`src/rtl/dt_pkg.sv`:
```
// Package: shared types of the delay training controller.
// Assumes: nothing beyond the sequencer using these state codes.
package dt_pkg;

    // Phases of one training sweep
    typedef enum logic [2:0] {
        ST_IDLE   = 3'd0,
        ST_LOAD   = 3'd1,
        ST_SETTLE = 3'd2,
        ST_SEED   = 3'd3,
        ST_MEAS   = 3'd4,
        ST_JUDGE  = 3'd5,
        ST_PICK   = 3'd6,
        ST_APPLY  = 3'd7
    } seq_state_t;

endpackage

```
`src/rtl/dt_prbs_checker.sv`:
```
// Module: regenerates the PRBS7 stream locally and counts bit errors.
// Seeding copies one received word into the reference. Each checked word
// is compared with the next pattern word, and the popcount of the
// mismatches goes into a saturating counter.
// Assumes: DATA_W >= 7, so that one word holds a full generator state.
module dt_prbs_checker #(
    parameter int DATA_W = 8,
    parameter int ERR_W  = 8
) (
    input  logic              clk,
    input  logic              rst_n,
    input  logic              seed,
    input  logic              check,
    input  logic [DATA_W-1:0] rx_data,
    output logic [ERR_W-1:0]  err_cnt
);
    localparam int EXT_W = 2 * DATA_W;
    localparam int POP_W = $clog2(DATA_W + 1);
    localparam logic [ERR_W-1:0] ERR_MAX = '1;

    logic [DATA_W-1:0] ref_q;
    logic [DATA_W-1:0] expect_w;
    logic [POP_W-1:0]  mism;
    logic [ERR_W:0]    sum_wide;

    // Extend the reference word by one word of the recurrence
    always_comb begin
        logic [EXT_W-1:0] ext;
        ext = '0;
        ext[DATA_W-1:0] = ref_q;
        for (int i = DATA_W; i < EXT_W; i++) begin
            ext[i] = ext[i-7] ^ ext[i-6];
        end
        expect_w = ext[EXT_W-1:DATA_W];
    end

    // Count the mismatching lanes of the current word
    always_comb begin
        mism = '0;
        for (int i = 0; i < DATA_W; i++) begin
            mism = mism + POP_W'(rx_data[i] ^ expect_w[i]);
        end
    end

    // Widened sum so that saturation can be detected
    always_comb begin
        sum_wide = {1'b0, err_cnt} + (ERR_W+1)'(mism);
    end

    // Reference word and saturating error counter
    always_ff @(posedge clk) begin
        if (!rst_n) begin
            ref_q   <= '0;
            err_cnt <= '0;
        end else if (seed) begin
            ref_q   <= rx_data;
            err_cnt <= '0;
        end else if (check) begin
            ref_q   <= expect_w;
            err_cnt <= sum_wide[ERR_W] ? ERR_MAX : sum_wide[ERR_W-1:0];
        end
    end

endmodule

```
`src/rtl/dt_window_track.sv`:
```
// Module: follows the runs of passing taps while the sweep is in progress.
// It keeps the longest run so far and its start; a later run replaces the
// best one only when it is strictly longer, so ties stay with the lower
// taps. Reports the midpoint (rounded down) of the best run.
// Assumes: taps arrive in ascending order, one judgement per step.
module dt_window_track #(
    parameter int TAP_W = 6
) (
    input  logic             clk,
    input  logic             rst_n,
    input  logic             clear,
    input  logic             step,
    input  logic             pass,
    input  logic [TAP_W-1:0] tap,
    output logic             found,
    output logic [TAP_W-1:0] mid
);
    localparam int LEN_W = TAP_W + 1;

    logic [LEN_W-1:0] cur_len, best_len, cur_len_n;
    logic [TAP_W-1:0] cur_start, best_start, cur_start_n;
    logic [LEN_W-1:0] half_len;

    // Length and start of the current run if this tap passes
    always_comb begin
        cur_len_n   = cur_len + 1'b1;
        cur_start_n = (cur_len == '0) ? tap : cur_start;
    end

    // Current run and best run registers
    always_ff @(posedge clk) begin
        if (!rst_n || clear) begin
            cur_len    <= '0;
            cur_start  <= '0;
            best_len   <= '0;
            best_start <= '0;
        end else if (step) begin
            if (pass) begin
                cur_len   <= cur_len_n;
                cur_start <= cur_start_n;
                if (cur_len_n > best_len) begin
                    best_len   <= cur_len_n;
                    best_start <= cur_start_n;
                end
            end else begin
                cur_len <= '0;
            end
        end
    end

    // Midpoint of the best run
    always_comb begin
        half_len = (best_len - 1'b1) >> 1;
        found    = (best_len != '0);
        mid      = best_start + half_len[TAP_W-1:0];
    end

endmodule

```
`src/rtl/dt_sequencer.sv`:
```
// Module: controls the sweep. Loads each tap, waits the settle time, seeds
// the checker, compares a block of words, judges the tap, and at the end
// loads the selected tap and raises done. Start is accepted only when idle
// or finished.
// Assumes: SETTLE >= 1 and WORDS >= 1.
module dt_sequencer
    import dt_pkg::*;
#(
    parameter int TAP_W  = 6,
    parameter int SETTLE = 16,
    parameter int WORDS  = 256
) (
    input  logic             clk,
    input  logic             rst_n,
    input  logic             start,
    input  logic             found,
    input  logic [TAP_W-1:0] mid,
    output logic             clear,
    output logic             seed_en,
    output logic             check_en,
    output logic             step_en,
    output logic             tap_load,
    output logic [TAP_W-1:0] tap_value,
    output logic             done,
    output logic             fail,
    output logic [TAP_W-1:0] sel_tap
);
    localparam int CNT_MAX = (WORDS > SETTLE) ? WORDS : SETTLE;
    localparam int CNT_W   = $clog2(CNT_MAX) + 1;
    localparam logic [TAP_W-1:0] TAP_LAST = '1;

    seq_state_t       state;
    logic [CNT_W-1:0] cnt;
    logic [TAP_W-1:0] tap_q;
    logic             accept;

    // A start counts only from idle or from a finished result
    always_comb begin
        accept = start && (state == ST_IDLE);
    end

    // Strobes decoded from the state
    always_comb begin
        clear     = accept;
        seed_en   = (state == ST_SEED);
        check_en  = (state == ST_MEAS);
        step_en   = (state == ST_JUDGE);
        tap_load  = (state == ST_LOAD) || (state == ST_APPLY);
        tap_value = tap_q;
    end

    // State, cycle counter and tap register
    always_ff @(posedge clk) begin
        if (!rst_n) begin
            state <= ST_IDLE;
            cnt   <= '0;
            tap_q <= '0;
        end else begin
            unique case (state)
                ST_IDLE: begin
                    if (accept) begin
                        tap_q <= '0;
                        state <= ST_LOAD;
                    end
                end
                ST_LOAD: begin
                    cnt   <= '0;
                    state <= ST_SETTLE;
                end
                ST_SETTLE: begin
                    if (cnt == CNT_W'(SETTLE - 1)) begin
                        state <= ST_SEED;
                    end else begin
                        cnt <= cnt + 1'b1;
                    end
                end
                ST_SEED: begin
                    cnt   <= '0;
                    state <= ST_MEAS;
                end
                ST_MEAS: begin
                    if (cnt == CNT_W'(WORDS - 1)) begin
                        state <= ST_JUDGE;
                    end else begin
                        cnt <= cnt + 1'b1;
                    end
                end
                ST_JUDGE: begin
                    if (tap_q == TAP_LAST) begin
                        state <= ST_PICK;
                    end else begin
                        tap_q <= tap_q + 1'b1;
                        state <= ST_LOAD;
                    end
                end
                ST_PICK: begin
                    tap_q <= found ? mid : '0;
                    state <= ST_APPLY;
                end
                ST_APPLY: begin
                    state <= ST_IDLE;
                end
                default: state <= ST_IDLE;
            endcase
        end
    end

    // Result registers: set when the final load is issued, cleared on start
    always_ff @(posedge clk) begin
        if (!rst_n) begin
            done    <= 1'b0;
            fail    <= 1'b0;
            sel_tap <= '0;
        end else if (accept) begin
            done    <= 1'b0;
            fail    <= 1'b0;
            sel_tap <= '0;
        end else if (state == ST_APPLY) begin
            done    <= 1'b1;
            fail    <= !found;
            sel_tap <= tap_q;
        end
    end

endmodule

```
`src/rtl/delay_train_ctrl.sv`:
```
// Module: top of the bit-error delay training controller. Connects the
// sweep sequencer, the PRBS7 error checker and the passing-run tracker.
// A tap passes when its saturated error score is zero.
// Assumes: rx_data is one captured word per clock from a PRBS7 source.
module delay_train_ctrl #(
    parameter int DATA_W = 8,
    parameter int TAP_W  = 6,
    parameter int SETTLE = 16,
    parameter int WORDS  = 256,
    parameter int ERR_W  = 8
) (
    input  logic              clk,
    input  logic              rst_n,
    input  logic              start,
    input  logic [DATA_W-1:0] rx_data,
    output logic              tap_load,
    output logic [TAP_W-1:0]  tap_value,
    output logic              done,
    output logic              fail,
    output logic [TAP_W-1:0]  sel_tap
);
    logic             clear, seed_en, check_en, step_en;
    logic             found, tap_pass;
    logic [TAP_W-1:0] mid;
    logic [ERR_W-1:0] err_total;

    // Pass decision on the accumulated score
    always_comb begin
        tap_pass = (err_total == '0);
    end

    dt_sequencer #(
        .TAP_W (TAP_W),
        .SETTLE(SETTLE),
        .WORDS (WORDS)
    ) u_seq (
        .clk      (clk),
        .rst_n    (rst_n),
        .start    (start),
        .found    (found),
        .mid      (mid),
        .clear    (clear),
        .seed_en  (seed_en),
        .check_en (check_en),
        .step_en  (step_en),
        .tap_load (tap_load),
        .tap_value(tap_value),
        .done     (done),
        .fail     (fail),
        .sel_tap  (sel_tap)
    );

    dt_prbs_checker #(
        .DATA_W(DATA_W),
        .ERR_W (ERR_W)
    ) u_chk (
        .clk    (clk),
        .rst_n  (rst_n),
        .seed   (seed_en),
        .check  (check_en),
        .rx_data(rx_data),
        .err_cnt(err_total)
    );

    dt_window_track #(
        .TAP_W(TAP_W)
    ) u_win (
        .clk  (clk),
        .rst_n(rst_n),
        .clear(clear),
        .step (step_en),
        .pass (tap_pass),
        .tap  (tap_value),
        .found(found),
        .mid  (mid)
    );

endmodule

```
`config.mk`:
```
export PLATFORM = sky130hd
export DESIGN_NAME = delay_train_ctrl
export DESIGN_NICKNAME = d
export VERILOG_FILES = /design/src/rtl/dt_pkg.sv /design/src/rtl/dt_prbs_checker.sv /design/src/rtl/dt_window_track.sv /design/src/rtl/dt_sequencer.sv /design/src/rtl/delay_train_ctrl.sv
export SDC_FILE = /design/constraint.sdc
export NUM_CORES = 1
export LEC_CHECK = 0
export ABC_CLOCK_PERIOD_IN_PS = 5450
export CAP_MARGIN = 20
export CORE_UTILIZATION = 40
export CTS_CLUSTER_SIZE = 10
export DETAILED_ROUTE_END_ITERATION = 10
export PLACE_DENSITY = 0.55
export SETUP_SLACK_MARGIN = 0.5
export SLEW_MARGIN = 20
export SYNTH_ARGS = -nofsm -noshare
export SYNTH_HDL_FRONTEND = slang
export SYNTH_SLANG_ARGS = --single-unit
```
`constraint.sdc`:
```
create_clock -name clk -period 5.45 [get_ports clk]
set_clock_uncertainty 0.15 [all_clocks]
set_input_delay 0.8175 -clock clk [delete_from_list [all_inputs] [get_ports clk]]
set_output_delay 0.8175 -clock clk [all_outputs]
set_load 0.01 [all_outputs]
```
-- Yosys cells after proc, flatten, opt, wreduce, memory -nomap -nowiden
Cells that the tools add are included.
- flip-flop bits (word level): 68
- bits of input ports: 11
- output and inout port bits: 15
- word-level logic and storage cells: 96
- add/subtract/negate cells: 13
- magnitude comparators: 1
- eq/ne operators: 16
- multiplexer cells: 17
- bitwise logic cells: 17
- reductions and logical operators: 20
- operator list (kind ; number):
    $add A4 B4 Y4 ; 7
    $pmux W9 S3 ; 1
    $mux W6 ; 4
    $mux W8 ; 3
    $pmux W3 S8 ; 1
    $mux W9 ; 2
    $pmux W6 S3 ; 1
    $xor A1 B1 Y1 ; 16
    $eq A3 B3 Y1 const B ; 4
    $mux W3 ; 4
    $reduce_and A3 Y1 ; 4
    $add A8 B4 Y9 ; 1
    $add A9 B1 Y9 const B ; 1
    $eq A9 B4 Y1 const B ; 1
    $eq A9 B8 Y1 const B ; 1
    $logic_not A8 Y1 ; 1
    $add A7 B1 Y7 const B ; 1
    $gt A7 B7 Y1 ; 1
    $logic_not A7 Y1 ; 1
    $mux W7 ; 1
    $reduce_bool A7 Y1 ; 1
    $sub A7 B1 Y7 const B ; 1
    $add A6 B1 Y6 const B ; 1
    $add A6 B6 Y6 ; 1
    other kinds (14) ; 24

-- Logic depth before layout (Yosys ltp)
Gate-level depths: netlist (run 1).
- depth in word-level cells: 11
- mapped depth: 17
- depth with buffers taken out: 17

-- Modules after synthesis
A second synthesis (run 1) with hierarchy kept.
- cells, all modules: 504
- area, all modules: 4354.2 sq um
- by module, submodules not included (module ; times used ; cells an instance ; area each (sq um) ; sequential area each (sq um)):
    dt_window_track ; 1 ; 200 ; 1760.4 ; 520.5
    dt_sequencer ; 1 ; 174 ; 1435.1 ; 520.5
    dt_prbs_checker ; 1 ; 127 ; 1139.8 ; 300.3
    delay_train_ctrl ; 1 ; 3 ; 18.8 ; 0.0

-- Worst setup path before layout (run 1)
Ideal clock, no wire load.
- path type: input port to flip-flop
- from: input port rx_data[1]
- to: register u_chk.err_cnt[0]
- setup time: 72 ps
- data arrival time: 4544 ps
- required time: 5228 ps
- slack: 684 ps
- cell stages on the path: 16
- path buffers: 0
- cell sequence: xnor2_1 > fa_1 > inv_1 > fa_1 > inv_1 > fa_1 > inv_1 > ha_1 > fa_1 > inv_1 > fa_1 > nor2b_1 > o21ai_0 > a21oi_1 > nand4_1 > a21oi_1
- word-level cells in the longest chain between the ends: 10
- RTL lines (item ; RTL line ; source):
    from (decl) ; delay_train_ctrl.sv:15 ; input logic [DATA_W-1:0] rx_data,
    $xor A1 B1 Y1 ; dt_prbs_checker.sv:41 ; mism = mism + POP_W'(rx_data[i] ^ expect_w[i]);
    $add A4 B4 Y4 (7 in a row) ; dt_prbs_checker.sv:41 ;
    $add A8 B4 Y9 ; dt_prbs_checker.sv:47 ; sum_wide = {1'b0, err_cnt} + (ERR_W+1)'(mism);
    $mux W8 ; dt_prbs_checker.sv:60 ; err_cnt <= sum_wide[ERR_W] ? ERR_MAX : sum_wide[ERR_W-1:0];
    to (signal assigned) ; dt_prbs_checker.sv:60 ;
    to (decl) ; dt_prbs_checker.sv:15 ; output logic [ERR_W-1:0] err_cnt
Every way passes these cells.
A chain may end at the register's enable or synchronous reset.

-- Final worst setup path (run 1)
- from: input port rx_data[5]
- to: register u_chk.err_cnt[3]
- word-level cells in the longest chain between the ends: 6
- RTL lines (item ; RTL line):
    $xor A1 B1 Y1 ; dt_prbs_checker.sv:41
    $add A4 B4 Y4 (3 in a row) ; dt_prbs_checker.sv:41
    $add A8 B4 Y9 ; dt_prbs_checker.sv:47
    $mux W8 ; dt_prbs_checker.sv:60
Every way passes these cells.

==> results.txt, run 1 <==
Placed Area - 4500 sq um
synth warn - 0
Sink Count - 67
ys flop type - dfxtp_1
gr usage total - 18.4%
GP Congestion - 0.780
H-tree levels - 3
fin nets - 548
# IOs - 26
largest net degree at the start of global routing - 35
Die Footprint - 10800 sq um
worst slack at placement - -0.00627 ns
Starting DRT DRC Count - 133
clk root buf - clkbuf_8
CP bufs+invs - 5
Starting Density - 41.8%
hold_buf cts - 0
clk_lat worst skew - 0.34 ns
worst setup path class - in -> reg
setup violators final - 0
# fillers - 991
FF+latch count, synth - 67
worst ir drop on vdd - 0.000150 V
DR WL/cell - 14.4 um
status - completed
reg2reg start - u_chk.ref_q[3]
crit path time final - 4.72 ns
drt total wl - 9.24 mm
Die Span Y - 104 um
area grow syn2layout - 16.4%
Slew @ Worst Pin - 0.937 ns
CP startpoint - rx_data[5]
cts bufs inserted - 9
RSZ-0062 raised after global routing - false
CP required - 5.56 ns
Crit. End Element - register
relative slew slack - 37.3%
post-DP HPWL - 6.64 mm
Post-synth EDFFs - 0
post-route ant nets - 0
post-synthesis net count - 522
Fin. Hold Viols - 0
TritonCTS clock tree - yes
port bufs - 25
DR vias - 3451
crit-path cells - clkdlybuf4s15_1 > xnor2_2 > fa_1 > inv_1 > fa_1 > inv_1 > fa_1 > inv_1 > ha_2 > fa_2 > inv_1 > fa_2 > nor2b_4 > o21ai_2 > a21oi_2 > nand4_1 > a21oi_1
max incr delay on CP - 0.54 ns
most frequent cells in the layout - dfxtp_1 (67), nor2_1 (36), inv_1 (34), a21oi_1 (33), nand2_1 (27)
vias per inst - 5.37
vias in the first global route - 3330
Seq/Total Area, Yosys - 32.4%
period utilisation layout - 86.6%
antenna violations before repair - 0
Design Area, Final - 4820 sq um
Worst-path clk slew - 0.08 ns
first-pass GRT wire length - 16.2 mm
HP Class - reg -> reg
register cell area after layout - 1340 sq um
CP startpoint kind - input pin
overall die width - 104 um
Yosys cell types - 59
non-filler cells, final - 643
placed instance count - 622
layout cells sized above 1 - 10.4%
CP delay by family, top - adder cells
CP most frequent cell - inv_1
number of placement rows - 36
Max Clk Rate - 0.212 GHz
Slowest-stage cell, CP - fa_2
mean post-synth cell area - 8.64 sq um
PnR worst setup slack - 0.730 ns
Post-Syn Area - 4140 sq um
Synth Instances - 479
area of the multi-input gates - 2670 sq um
CTS max path bufs - 2
CP arrival - 4.83 ns
drt drc - 0
most common cell after layout, fill and taps aside - dfxtp_1
Leak - 1.78 nW
asr flop ratio synth - 0%
total gr overflow - 0
Antenna diodes - 0
Max Fanout on Critical Path - 4
drt pass-1 iters - 4
MaxCap Viol Count - 0
Core ar. - 9910 sq um
smallest hold slack - 0.301 ns
power density cells - 282 nW/um^2
Hold Path Origin - u_seq.done
Pins Over Slew Limit - 0
## final timing paths
path                      endpoint  slack [ns]  depth (start not counted)
setup reg to reg  u_chk.err_cnt[3]        0.78                         17
hold / removal          u_seq.done        0.30                          2
hold reg to reg         u_seq.done        0.30                          2
setup / recovery  u_chk.err_cnt[3]        0.73                         17
## power by group
part | total [W] | internal, W | switching [W] | leakage, nW
sequential | 0.000534 | 0.000504 | 0.0000299 | 0.540
clock | 0.000446 | 0.000238 | 0.000208 | 0.106
combinational | 0.000382 | 0.000185 | 0.000196 | 1.13
## metal layers
layer / wire, um / track usage [%] / share of wire [%]
met5: 0 / 0 / 0
met4: 140 / 5.61 / 1.5
met3: 234 / 4.28 / 2.5
met2: 4290 / 28.9 / 46
met1: 4570 / 25.1 / 49
## state kept, by name, summed over array words and instances (netlist names)
name	count
u_seq.state	3
u_win.best_len	7
u_win.cur_len	7
u_seq.sel_tap	6
u_chk.ref_q	7
u_chk.err_cnt	8
u_win.cur_start	6
u_seq.done	1
u_seq.cnt	9
u_seq.fail	1
u_win.best_start	6
u_seq.tap_value	6
## what timing repair did
action,CTS,global route
pin swaps,7,8
cloned,0,0
resized for setup,6,14
buffers inserted,3,2
setup endpoints to repair,8,8
## cell families after synthesis
logic type | synth area share (%)
AO/OA/AOI/OAI | 20.2
XOR/XNOR | 8.04
adder cells (fa/ha/maj) | 10.8
buffers and inverters | 4.84
flip-flops | 32.4
multiplexers | 4.11
AND/OR/NAND/NOR | 19.6
## per-stage QoR
| stage | TNS [ns] | utilization [%] | power (W) |
|---|---|---|---|
| 2_1_floorplan | 0 | - | 0.000784 |
| 3_3_place_gp | 0 | 45.4 | 0.000846 |
| 3_5_place_dp | -0.00853 | 45.4 | 0.000855 |
| 4_1_cts | 0 | 48.0 | 0.00133 |
| 5_1_grt | 0 | 48.6 | 0.00146 |
| 6_report | 0 | 48.6 | 0.00136 |
## tightest hold or removal path: stages (launching register included)
cell     delay, ns
dfxtp_1       0.32
inv_1         0.05
a21oi_1       0.05
## synthesized netlist by cell type, drive strengths merged, types with 16 or more instances
library cell,number,area (sq um)
a21oi,35,175
dfxtp,67,1340
ha,26,325
inv,34,128
mux2i,17,170
nand2,30,118
nand3,20,100
nor2,36,135
nor3,18,138
o21ai,21,105
xnor2,22,193
xor2,16,140
## final cells by class
| cell class | instances | share of cell area, % |
|---|---|---|
| repair buffers | 32 | 6.33 |
| flip-flops and latches | 67 | 27.8 |
| clock buffers | 11 | 3.14 |
| inverters | 34 | 2.65 |
| well taps | 133 | 3.45 |
| clock inverters | 5 | 1.25 |
| multi-input cells | 361 | 55.3 |
Power figures use the tool's default switching activity.
==> run 2: changes to the inputs <==
--- a/config.mk
+++ b/config.mk
@@ -10,9 +10,10 @@
 export CORE_UTILIZATION = 40
 export CTS_CLUSTER_SIZE = 10
 export DETAILED_ROUTE_END_ITERATION = 10
-export PLACE_DENSITY = 0.55
+export PLACE_DENSITY = 0.54
 export SETUP_SLACK_MARGIN = 0.5
 export SLEW_MARGIN = 20
 export SYNTH_ARGS = -nofsm -noshare
 export SYNTH_HDL_FRONTEND = slang
+export SYNTH_HIERARCHICAL = 1
 export SYNTH_SLANG_ARGS = --single-unit
==> run 2 against run 1 <==
Net effect: sequential cell count did not move; sequential share of layout area fell by 0.64 points; count of clock-buffer cells in the layout rose by 3; critical path type unchanged; critical endpoint is now u_chk/err_cnt[4].
==> results.txt, run 2 <==
Synth Instances - 504 (+5.2%)
Die Footprint - 11300 sq um (+5.1%)
Design Area, Final - 4930 sq um (+2.3%)
first-pass GRT wire length - 16.5 mm (+2.3%)
Placed Area - 4690 sq um (+4.2%)
max reg flops - 9 (unchanged)
drt drc - 0 (unchanged)
Slew @ Worst Pin - 0.865 ns (-0.0725 ns)
number of placement rows - 37 (+2.8%)
largest net degree at the start of global routing - 27 (-23%)
area grow syn2layout - 13.3%
Post-synth EDFFs - 0 (unchanged)
GP Congestion - 0.815 (+4.5%)
Sink Count - 67 (unchanged)
MaxCap Viol Count - 0 (unchanged)
mean post-synth cell area - 8.64 sq um (about the same)
Worst-path clk slew - 0.07 ns (about the same)
post-DP HPWL - 7.01 mm (+5.5%)
HP Class - reg -> reg
DR vias - 3547 (+2.8%)
CP bufs+invs - 3 (-2)
Max Fanout on Critical Path - 5 (+1)
top-count cell post-synth - dfxtp_1
reg2reg path depth - 14 (-3)
most frequent cells in the layout - dfxtp_1 (67), nand2_1 (54), nor2_1 (36), a21oi_1 (31), inv_1 (30)
overall die width - 106 um (+2.5%)
CTS max path bufs - 2 (unchanged)
antenna violations before repair - 0 (unchanged)
Most flops, register - u_seq/cnt
DR WL/cell - 14.3 um (-0.50%)
total gr overflow - 0 (unchanged)
max incr delay on CP - 0.50 ns (-0.04 ns)
layout cells sized above 1 - 7.74% (-2.7 points)
fin nets - 569 (+3.8%)
CP most frequent cell - fa_1
Starting Density - 41.8% (about the same)
clk_lat worst skew - 0.34 ns (about the same)
Leak - 1.94 nW (+9.3%)
port bufs - 25 (unchanged)
Die Span Y - 106 um (+2.5%)
vias in the first global route - 3424 (+2.8%)
period utilisation layout - 88.3% (+1.7 points)
WHS Path Cells - 2 (unchanged)
TritonCTS clock tree - yes
most common cell after layout, fill and taps aside - dfxtp_1
worst setup path class - in -> reg
Yosys cell types - 73 (+24%)
Antenna diodes - 0 (unchanged)
cts bufs inserted - 9 (unchanged)
Fin. Hold Viols - 0 (unchanged)
clk root buf - clkbuf_8
Starting DRT DRC Count - 147 (+11%)
CP required - 5.51 ns (-0.05 ns)
share of the synthesized area in the top cell type - 30.8% (-1.6 points)
H-tree levels - 3 (unchanged)
CP delay by family, top - adder cells
Largest regs - u_seq/cnt (9), u_chk/err_cnt (8)
Synth top cells by count - dfxtp_1 (67), nand2_1 (54), nor2_1 (36)
setup violators final - 0 (unchanged)
post-route ant nets - 0 (unchanged)
worst ir drop on vdd - 0.000173 V (+15%)
RSZ-0062 raised after global routing - false
area leader, netlist - dfxtp_1
vias per inst - 5.33 (-0.77%)
relative slew slack - 42.2% (+4.9 points)
synth warn - 6 (+6)
power density cells - 254 nW/um^2 (-9.9%)
FF-to-FF End - u_chk/err_cnt[4]
Slowest-stage cell, CP - fa_1
Seq/Total Area, Yosys - 30.8% (-1.6 points)
CP startpoint kind - input pin
CP arrival - 4.87 ns (+0.04 ns)
asr flop ratio synth - 0% (unchanged)
Core ar. - 10400 sq um (+5.1%)
r2r setup slk - 0.97 ns (+0.19 ns)
ys flop type - dfxtp_1
Crit. End Element - register
Pins Over Slew Limit - 0 (unchanged)
gr usage total - 18.4% (about the same)
Post-Syn Area - 4350 sq um (+5.2%)
crit-path cells - clkdlybuf4s50_1 > xnor2_1 > ha_1 > fa_1 > inv_1 > fa_1 > fa_1 > fa_1 > fa_2 > nand2b_4 > a21oi_4 > buf_4 > and4b_1 > nor3_1
FF+latch count, synth - 67 (unchanged)
Hold Path Origin - u_seq/sel_tap[4]
Max Clk Rate - 0.208 GHz (-1.9%)
status - completed
reg2reg start - u_chk/ref_q[2]
post-synthesis net count - 547 (+4.8%)
crit path time final - 4.81 ns (+0.0903 ns)
drt pass-1 iters - 5 (+1)
Hold EP - u_seq/sel_tap[4]
Setup TNS - 0 ns (unchanged)
hold_buf cts - 0 (unchanged)
# IOs - 26 (unchanged)
drt total wl - 9.52 mm (+3.1%)
top post-synthesis cells by area - dfxtp_1 (31%), ha_1 (7.5%), mux2i_1 (5.3%), nand2_1 (4.7%), xnor2_1 (4.4%)
## run 2: tightest hold or removal path: stages, from the launching register on
cell and delay [ns]:
dfxtp_1 0.31, nand2_1 0.05, a21oi_1 0.05
## run 2: area by class of cell
type,instances,area [sq um]
sequential,67,1340
multi-input combinational,387,2820
tap,136,170
fill,1052,5480
timing repair buffer,29,280
clock inverter,1,5.00
clock buffer,14,193
inverter,32,120
## run 2: stage by stage
stage               setup WS, ns  hold WS, ns  std cells  util (%)  total power (W)
CTS                        0.562        0.311        664      46.9          0.00127
global route               0.502        0.340        666      47.4          0.00135
floorplan                  0.876        0.293        504         -         0.000776
global placement           0.272        0.294        649      45.0         0.000848
finish                     0.640        0.309        666      47.4          0.00125
detailed placement         0.213        0.300        649      45.0         0.000850
## run 2: logic make-up (layout without fill, tap and decap cells)
family	count (synthesis)	count (layout)	share of synthesized area (%)
flip-flops	67	67	30.8
AO/OA/AOI/OAI	124	124	20.9
multiplexers	23	23	5.29
adder cells (fa/ha/maj)	32	32	10.2
AND/OR/NAND/NOR	176	176	21.1
XOR/XNOR	32	32	6.61
buffers and inverters	50	76	5.00
## run 2: repair_timing
| item | 4_1_cts | 5_1_grt |
|---|---|---|
| setup endpoints to repair | 0 | 4 |
| resized for setup | 0 | 4 |
| buffers inserted | 0 | 2 |
## run 2: worst max path at each step
stage / endpoint / slack [ns] / from / depth (start not counted)
after floorplan: u_chk/err_cnt[1] / 0.88 / rx_data[0] / 12
after global placement: u_chk/err_cnt[1] / 0.27 / rx_data[1] / 13
after detailed placement: u_chk/err_cnt[1] / 0.21 / rx_data[1] / 13
after CTS: u_chk/err_cnt[1] / 0.56 / rx_data[1] / 13
after global routing: u_chk/err_cnt[5] / 0.50 / rx_data[0] / 14
final: u_chk/err_cnt[4] / 0.64 / rx_data[1] / 14
## run 2: layer usage
layer / GRT usage (%) / part of all wire [%] / routed length (um) / vias up
li1: - / - / - / 1833
met1: 24.5 / 50 / 4730 / 1650
met2: 29.6 / 46 / 4350 / 57
met3: 3.92 / 3.7 / 355 / 7
met4: 5.65 / 0.95 / 90 / 0
met5: 0 / 0 / 0 / -
## run 2: power by group
part           total (W)  switching (W)  internal, W
registers       0.000527      0.0000244     0.000502
logic           0.000321       0.000179     0.000142
clock network   0.000407       0.000183     0.000225
total            0.00125       0.000386     0.000869
